===== config.mk =====
export PLATFORM = sky130hd
export DESIGN_NAME = irq_mask_interval_mon
export DESIGN_NICKNAME = d
export VERILOG_FILES = /design/src/rtl/irq_mon_pkg.sv /design/src/rtl/mask_span_tracker.sv /design/src/rtl/span_report_fold.sv /design/src/rtl/irq_mask_interval_mon.sv
export SDC_FILE = /design/constraint.sdc
export NUM_CORES = 2
export LEC_CHECK = 0
export BUFFER_PORTS_ARGS = -buffer_cell sky130_fd_sc_hd__buf_2
export CORE_MARGIN = 2
export CORE_UTILIZATION = 30
export DETAILED_ROUTE_END_ITERATION = 7
export PLACE_DENSITY_LB_ADDON = 0.3
export SLEW_MARGIN = 15
export SYNTH_ARGS = -nofsm -noshare
export SYNTH_HDL_FRONTEND = slang
export SYNTH_SLANG_ARGS = --single-unit

===== constraint.sdc =====
create_clock -name clk_i -period 14.6 [get_ports clk_i]
set_clock_uncertainty 0.1 [all_clocks]
set_input_delay 2.19 -clock clk_i [delete_from_list [all_inputs] [get_ports clk_i]]
set_output_delay 2.19 -clock clk_i [all_outputs]
set_load 0.05 [all_outputs]

===== src/rtl/irq_mon_pkg.sv =====
package irq_mon_pkg;
  localparam int NUM_MASKS = 2;
  localparam int MASK_I    = 0;
  localparam int MASK_X    = 1;
endpackage


===== src/rtl/mask_span_tracker.sv =====
module mask_span_tracker #(
  parameter int CNT_W = 64,
  parameter logic [CNT_W-1:0] UNSET = '1
) (
  input  logic             clk_i,
  input  logic             rst_ni,
  input  logic             boundary_i,
  input  logic             mask_i,
  input  logic [CNT_W-1:0] cycle_i,
  input  logic             report_i,
  input  logic [CNT_W-1:0] fold_max_i,
  output logic             open_o,
  output logic [CNT_W-1:0] start_o,
  output logic [CNT_W-1:0] min_o,
  output logic [CNT_W-1:0] max_o
);
  logic             open_q;
  logic [CNT_W-1:0] start_q, min_q, max_q;
  logic             open_evt, close_evt;
  logic [CNT_W-1:0] span_len, max_cand;

  assign open_evt  = boundary_i & mask_i & ~open_q;
  assign close_evt = boundary_i & ~mask_i & open_q;
  assign span_len  = cycle_i - start_q;

  // report fold first, then any closing length
  always_comb begin
    max_cand = max_q;
    if (report_i && fold_max_i > max_cand) max_cand = fold_max_i;
    if (close_evt && span_len > max_cand)  max_cand = span_len;
  end

  always_ff @(posedge clk_i or negedge rst_ni) begin
    if (!rst_ni) begin
      open_q  <= 1'b0;
      start_q <= '0;
      min_q   <= UNSET;
      max_q   <= '0;
    end else begin
      max_q <= max_cand;
      if (open_evt) begin
        open_q  <= 1'b1;
        start_q <= cycle_i;
      end else if (close_evt) begin
        open_q <= 1'b0;
        if (span_len < min_q) min_q <= span_len;
      end
    end
  end

  assign open_o  = open_q;
  assign start_o = start_q;
  assign min_o   = min_q;
  assign max_o   = max_q;
endmodule


===== src/rtl/span_report_fold.sv =====
module span_report_fold #(
  parameter int CNT_W = 64,
  parameter logic [CNT_W-1:0] UNSET = '1
) (
  input  logic             open_i,
  input  logic [CNT_W-1:0] start_i,
  input  logic [CNT_W-1:0] min_i,
  input  logic [CNT_W-1:0] max_i,
  input  logic [CNT_W-1:0] cycle_i,
  output logic [CNT_W-1:0] rep_min_o,
  output logic [CNT_W-1:0] rep_max_o
);
  logic [CNT_W-1:0] elapsed;

  assign elapsed   = cycle_i - start_i;
  assign rep_max_o = (open_i && elapsed > max_i) ? elapsed : max_i;
  assign rep_min_o = (min_i == UNSET) ? rep_max_o : min_i;
endmodule


===== src/rtl/irq_mask_interval_mon.sv =====
module irq_mask_interval_mon #(
  parameter int CNT_W = 64
) (
  input  logic             clk_i,
  input  logic             rst_ni,
  input  logic             boundary_i,
  input  logic             i_mask_i,
  input  logic             x_mask_i,
  input  logic [CNT_W-1:0] cycle_i,
  input  logic             report_i,
  output logic [CNT_W-1:0] i_min_o,
  output logic [CNT_W-1:0] i_max_o,
  output logic [CNT_W-1:0] x_min_o,
  output logic [CNT_W-1:0] x_max_o,
  output logic             rpt_valid_o
);
  import irq_mon_pkg::*;

  localparam logic [CNT_W-1:0] UNSET = {2'b00, {(CNT_W-2){1'b1}}};

  logic [NUM_MASKS-1:0]  mask_vec;
  logic [CNT_W-1:0]      rep_min [NUM_MASKS];
  logic [CNT_W-1:0]      rep_max [NUM_MASKS];
  logic [CNT_W-1:0]      min_q   [NUM_MASKS];
  logic [CNT_W-1:0]      max_q   [NUM_MASKS];

  assign mask_vec[MASK_I] = i_mask_i;
  assign mask_vec[MASK_X] = x_mask_i;

  for (genvar g = 0; g < NUM_MASKS; g++) begin : g_trk
    logic             open_w;
    logic [CNT_W-1:0] start_w, min_w, max_w;

    mask_span_tracker #(.CNT_W(CNT_W), .UNSET(UNSET)) u_trk (
      .clk_i      (clk_i),
      .rst_ni     (rst_ni),
      .boundary_i (boundary_i),
      .mask_i     (mask_vec[g]),
      .cycle_i    (cycle_i),
      .report_i   (report_i),
      .fold_max_i (rep_max[g]),
      .open_o     (open_w),
      .start_o    (start_w),
      .min_o      (min_w),
      .max_o      (max_w)
    );

    span_report_fold #(.CNT_W(CNT_W), .UNSET(UNSET)) u_fold (
      .open_i    (open_w),
      .start_i   (start_w),
      .min_i     (min_w),
      .max_i     (max_w),
      .cycle_i   (cycle_i),
      .rep_min_o (rep_min[g]),
      .rep_max_o (rep_max[g])
    );

    always_ff @(posedge clk_i or negedge rst_ni) begin
      if (!rst_ni) begin
        min_q[g] <= '0;
        max_q[g] <= '0;
      end else if (report_i) begin
        min_q[g] <= rep_min[g];
        max_q[g] <= rep_max[g];
      end
    end
  end

  always_ff @(posedge clk_i or negedge rst_ni) begin
    if (!rst_ni) rpt_valid_o <= 1'b0;
    else         rpt_valid_o <= report_i;
  end

  assign i_min_o = min_q[MASK_I];
  assign i_max_o = max_q[MASK_I];
  assign x_min_o = min_q[MASK_X];
  assign x_max_o = max_q[MASK_X];
endmodule


==> flow_results.xml <==
<?xml version="1.0" encoding="UTF-8"?>
<metrics>
  <group name="grt">
    <metric name="initial_antenna_violation_count" unit="">57</metric>
    <metric name="largest_net_degree_at_the_start_of_global_routing" unit="">157</metric>
    <metric name="groute.usage.overall" unit="%">19.7</metric>
    <metric name="via_count_of_the_first_global_routing_pass" unit="">40800</metric>
    <metric name="grt.overflow.total" unit="">0</metric>
    <metric name="wire_length_of_the_first_global_routing_pass" unit="mm">254</metric>
  </group>
  <group name="clock_network">
    <metric name="tritoncts" unit="">done</metric>
    <metric name="post_cts.resized_instances" unit="">0</metric>
    <metric name="clock-sinks" unit="">643</metric>
    <metric name="clock_tree.htree_level_count" unit="">3</metric>
    <metric name="cts_root_buf" unit="">sky130_fd_sc_hd__clkbuf_16</metric>
    <metric name="clk_path_buf_depth" unit="">3</metric>
    <metric name="cts.repair_timing.setup_buffer_count" unit="">0</metric>
    <metric name="worst_skew_pair.late_latency" unit="ns">0.71</metric>
    <metric name="cts.clk_slew.worst_paths" unit="ns">0.06</metric>
    <metric name="cts_hold_buffers" unit="">0</metric>
    <metric name="cts_buffers" unit="">81</metric>
  </group>
  <group name="placement">
    <metric name="detailed_place_hpwl" unit="mm">133</metric>
    <metric name="io_buffer_count" unit="">326</metric>
    <metric name="gp_congestion" unit="">0.928</metric>
  </group>
  <group name="critical_path">
    <metric name="arrival" unit="ns">14.15</metric>
    <metric name="crit_family" unit="">compound AO/OA/AOI/OAI gates</metric>
    <metric name="crit_type" unit="">primary input to register</metric>
    <metric name="cpPeakStageDelay" unit="ns">0.76</metric>
    <metric name="worst_path_bufs_invs" unit="">7</metric>
    <metric name="critical_path_fanout_max" unit="">49</metric>
    <metric name="setup.worst_path.start_class" unit="">primary input</metric>
    <metric name="cp_slowest_cell" unit="">sky130_fd_sc_hd__o21ai_0</metric>
    <metric name="end_kind" unit="">register</metric>
    <metric name="crit_required" unit="ns">15.09</metric>
  </group>
  <group name="status">
    <metric name="outcome" unit="">complete, no violations</metric>
  </group>
  <group name="yosys">
    <metric name="synth_cells" unit="">5324</metric>
    <metric name="synthesis.area_per_instance" unit="sq um">9.16</metric>
    <metric name="netlist_top_cells_area" unit="">sky130_fd_sc_hd__dfrtp_1, sky130_fd_sc_hd__ha_1, sky130_fd_sc_hd__mux2_2</metric>
    <metric name="ys_ff_latch" unit="">643</metric>
    <metric name="async_flop_share" unit="%">100</metric>
    <metric name="synth_largest_type_area_fraction" unit="%">26.6</metric>
    <metric name="netlist-cell-type-count" unit="">102</metric>
    <metric name="synth_edf_count" unit="">0</metric>
    <metric name="sequential_share_of_the_synthesized_area" unit="%">33.3</metric>
    <metric name="netlist_area" unit="sq um">48800</metric>
    <metric name="synth_fp_nets" unit="">6032</metric>
    <metric name="synth_largest_area_cell" unit="">sky130_fd_sc_hd__dfrtp_1</metric>
    <metric name="synth_top_flop_cell" unit="">sky130_fd_sc_hd__dfrtp_1</metric>
    <metric name="yosys_warnings" unit="">0</metric>
  </group>
  <group name="job">
    <metric name="maxCapViolations" unit="">0</metric>
  </group>
  <group name="final_layout">
    <metric name="drive_above_1_share" unit="%">21.6</metric>
    <metric name="num-nets-final" unit="">6423</metric>
    <metric name="flow.area_growth_from_synthesis" unit="%">16.4</metric>
  </group>
  <group name="route">
    <metric name="postRouteWirelength" unit="mm">167</metric>
    <metric name="drtIter0Drc" unit="">2858</metric>
    <metric name="firstDrtPassIters" unit="">5</metric>
    <metric name="via_per_inst" unit="">5.22</metric>
    <metric name="detail_route.wl_per_cell" unit="um">21.0</metric>
    <metric name="antenna_left" unit="">0</metric>
    <metric name="detail_route.drc_violations" unit="">0</metric>
    <metric name="via_count" unit="">41500</metric>
  </group>
  <group name="timing">
    <metric name="fin_crit_sh" unit="%">93.6</metric>
    <metric name="totalNegativeSetupSlack" unit="ns">0</metric>
    <metric name="maxSlewViolCount" unit="">0</metric>
    <metric name="slew_headroom" unit="%">28.8</metric>
    <metric name="timing.fmax" unit="MHz">73.2</metric>
    <metric name="final_hold_viol_count" unit="">0</metric>
    <metric name="grt_setup_unrepaired" unit="">no</metric>
    <metric name="period_needed" unit="ns">13.66</metric>
    <metric name="finalSetupViolations" unit="">0</metric>
    <metric name="tightestPinTransition" unit="ns">1.04</metric>
  </group>
  <group name="worst_hold_path">
    <metric name="timing.hold.worst.class" unit="">register to register</metric>
  </group>
  <group name="floorplanning">
    <metric name="floorplan.core_area" unit="sq um">161000</metric>
    <metric name="die-width" unit="um">407</metric>
    <metric name="die-area" unit="sq um">166000</metric>
    <metric name="start_util" unit="%">30.3</metric>
    <metric name="core.rowCount" unit="">147</metric>
    <metric name="fp.dieH" unit="um">407</metric>
    <metric name="number_of_top_level_design_ports" unit="">327</metric>
  </group>
</metrics>
cells in the mapped netlist (36+ instances only):
library cell,n
sky130_fd_sc_hd__dfrtp_1,519
sky130_fd_sc_hd__xor2_1,40
sky130_fd_sc_hd__nand3_1,74
sky130_fd_sc_hd__a31oi_1,41
sky130_fd_sc_hd__o21ai_0,333
sky130_fd_sc_hd__mux2_2,295
sky130_fd_sc_hd__nand4_1,188
sky130_fd_sc_hd__inv_1,566
sky130_fd_sc_hd__a221oi_1,48
sky130_fd_sc_hd__a21o_1,139
sky130_fd_sc_hd__o211ai_1,100
sky130_fd_sc_hd__xnor2_1,70
sky130_fd_sc_hd__mux2i_1,108
sky130_fd_sc_hd__a21oi_1,433
sky130_fd_sc_hd__clkbuf_1,159
sky130_fd_sc_hd__nor3_1,45
sky130_fd_sc_hd__dfstp_2,124
sky130_fd_sc_hd__a211oi_1,36
sky130_fd_sc_hd__nor2b_1,37
sky130_fd_sc_hd__nor2_1,489
sky130_fd_sc_hd__ha_1,636
sky130_fd_sc_hd__mux2_4,98
sky130_fd_sc_hd__nand2_1,306
kinds of logic (layout without fill, tap and decap cells):
family,after synthesis,count (layout),synth area share (%)
xor+xnor,112,112,2.04
flops,643,643,33.3
buf+inv,777,1236,6.22
compound gates,1352,1352,17.4
mux,503,503,12.1
fa+ha+maj,638,638,16.4
simple gates,1299,1299,12.5
other cells,0,18,0
sequential cells by signal, summed over array words and instances, names as in the netlist:
name,cells
g_trk.u_trk.max_o,128
i_min_o,64
i_max_o,64
g_trk.u_trk.open_o,2
x_min_o,64
rpt_valid_o,1
x_max_o,64
g_trk.u_trk.min_o,128
g_trk.u_trk.start_o,128
cell type report:
type	instances	area, sq um
timing repair buffer	516	3230
clock buffer	99	2200
inverter	569	2140
tap	2160	2700
sequential	643	16200
fill	16500	104000
multi-input combinational	3904	29600
clock inverter	52	676
antenna	18	45.0
final timing paths:
check,cells past startpoint,slack (ns),end,startpoint
max in group asynchronous,4,10.36,i_min_o[2]$_DFFE_PN0P_,rst_ni
min in group asynchronous,1,1.31,i_max_o[52]$_DFFE_PN0P_,rst_ni
setup / recovery,44,0.94,g_trk[1].u_trk.max_o[4]$_DFF_PN0_,cycle_i[0]
hold reg to reg,1,0.39,x_min_o[42]$_DFFE_PN0P_,x_min_o[42]$_DFFE_PN0P_
setup reg to reg,42,2.34,g_trk[1].u_trk.max_o[4]$_DFF_PN0_,g_trk[1].u_trk.start_o[0]$_DFFE_PN0P_
hold / removal,1,0.39,x_min_o[42]$_DFFE_PN0P_,x_min_o[42]$_DFFE_PN0P_
metal layers:
metal / wire length, um / track usage (%) / up-vias
met5: 226 / 0 / -
met4: 4320 / 5.66 / 38
met3: 11700 / 4.72 / 234
met2: 74300 / 31.0 / 1016
met1: 76900 / 26.6 / 20300
li1: - / - / 19900
through the flow:
| stage | hold slack, ns | cells | setup WS (ns) | util [%] | area (sq um) |
|---|---|---|---|---|---|
| after floorplan | 0.354 | 5324 | 2.40 | - | 48800 |
| after global placement | 0.374 | 7792 | 0.392 | 33.5 | 53900 |
| after detailed placement | 0.373 | 7792 | 0.301 | 33.5 | 53900 |
| after CTS | 0.397 | 7943 | 1.00 | 35.3 | 56800 |
| after global routing | 0.407 | 7952 | 0.250 | 35.3 | 56800 |
| final | 0.393 | 7961 | 0.935 | 35.3 | 56800 |
cell usage in the layout, fill, tap and decap left out, types with 13 or more instances in the layout:
| cell | synthesis | final |
|---|---|---|
| sky130_fd_sc_hd__dfstp_2 | 124 | 124 |
| sky130_fd_sc_hd__buf_4 | 1 | 178 |
| sky130_fd_sc_hd__xnor2_1 | 70 | 70 |
| sky130_fd_sc_hd__nand3_1 | 74 | 73 |
| sky130_fd_sc_hd__buf_2 | 26 | 324 |
| sky130_fd_sc_hd__a31oi_1 | 41 | 41 |
| sky130_fd_sc_hd__ha_1 | 636 | 636 |
| sky130_fd_sc_hd__o21a_1 | 25 | 25 |
| sky130_fd_sc_hd__nand2_1 | 306 | 306 |
| sky130_fd_sc_hd__nand2b_1 | 19 | 19 |
| sky130_fd_sc_hd__xor2_1 | 40 | 40 |
| sky130_fd_sc_hd__and2_1 | 17 | 16 |
| sky130_fd_sc_hd__o21ai_0 | 333 | 333 |
| sky130_fd_sc_hd__or2_2 | 16 | 16 |
| sky130_fd_sc_hd__mux2_4 | 98 | 98 |
| sky130_fd_sc_hd__a21o_1 | 139 | 139 |
| sky130_fd_sc_hd__o21bai_1 | 29 | 29 |
| sky130_fd_sc_hd__nor4_1 | 27 | 27 |
| sky130_fd_sc_hd__nor2b_1 | 37 | 37 |
| sky130_fd_sc_hd__nor3_1 | 45 | 45 |
| sky130_fd_sc_hd__mux2i_1 | 108 | 108 |
| sky130_fd_sc_hd__a21oi_1 | 433 | 432 |
| sky130_fd_sc_hd__a211oi_1 | 36 | 36 |
| sky130_fd_sc_hd__and4_1 | 13 | 13 |
| sky130_fd_sc_hd__nor2_1 | 489 | 488 |
| sky130_fd_sc_hd__o211ai_1 | 100 | 100 |
| sky130_fd_sc_hd__o31ai_1 | 18 | 17 |
| sky130_fd_sc_hd__dfrtp_1 | 519 | 519 |
| sky130_fd_sc_hd__diode_2 | 0 | 18 |
| sky130_fd_sc_hd__clkbuf_16 | 0 | 82 |
| sky130_fd_sc_hd__a221oi_1 | 48 | 48 |
| sky130_fd_sc_hd__clkinvlp_4 | 0 | 13 |
| sky130_fd_sc_hd__mux2_2 | 295 | 295 |
| sky130_fd_sc_hd__nand4_1 | 188 | 188 |
| sky130_fd_sc_hd__inv_1 | 566 | 565 |
| sky130_fd_sc_hd__and3_1 | 23 | 23 |
| sky130_fd_sc_hd__clkinv_2 | 0 | 18 |
Power is not shown: default switching activity piles up to over one toggle a cycle in this logic, so the estimate is an artifact.
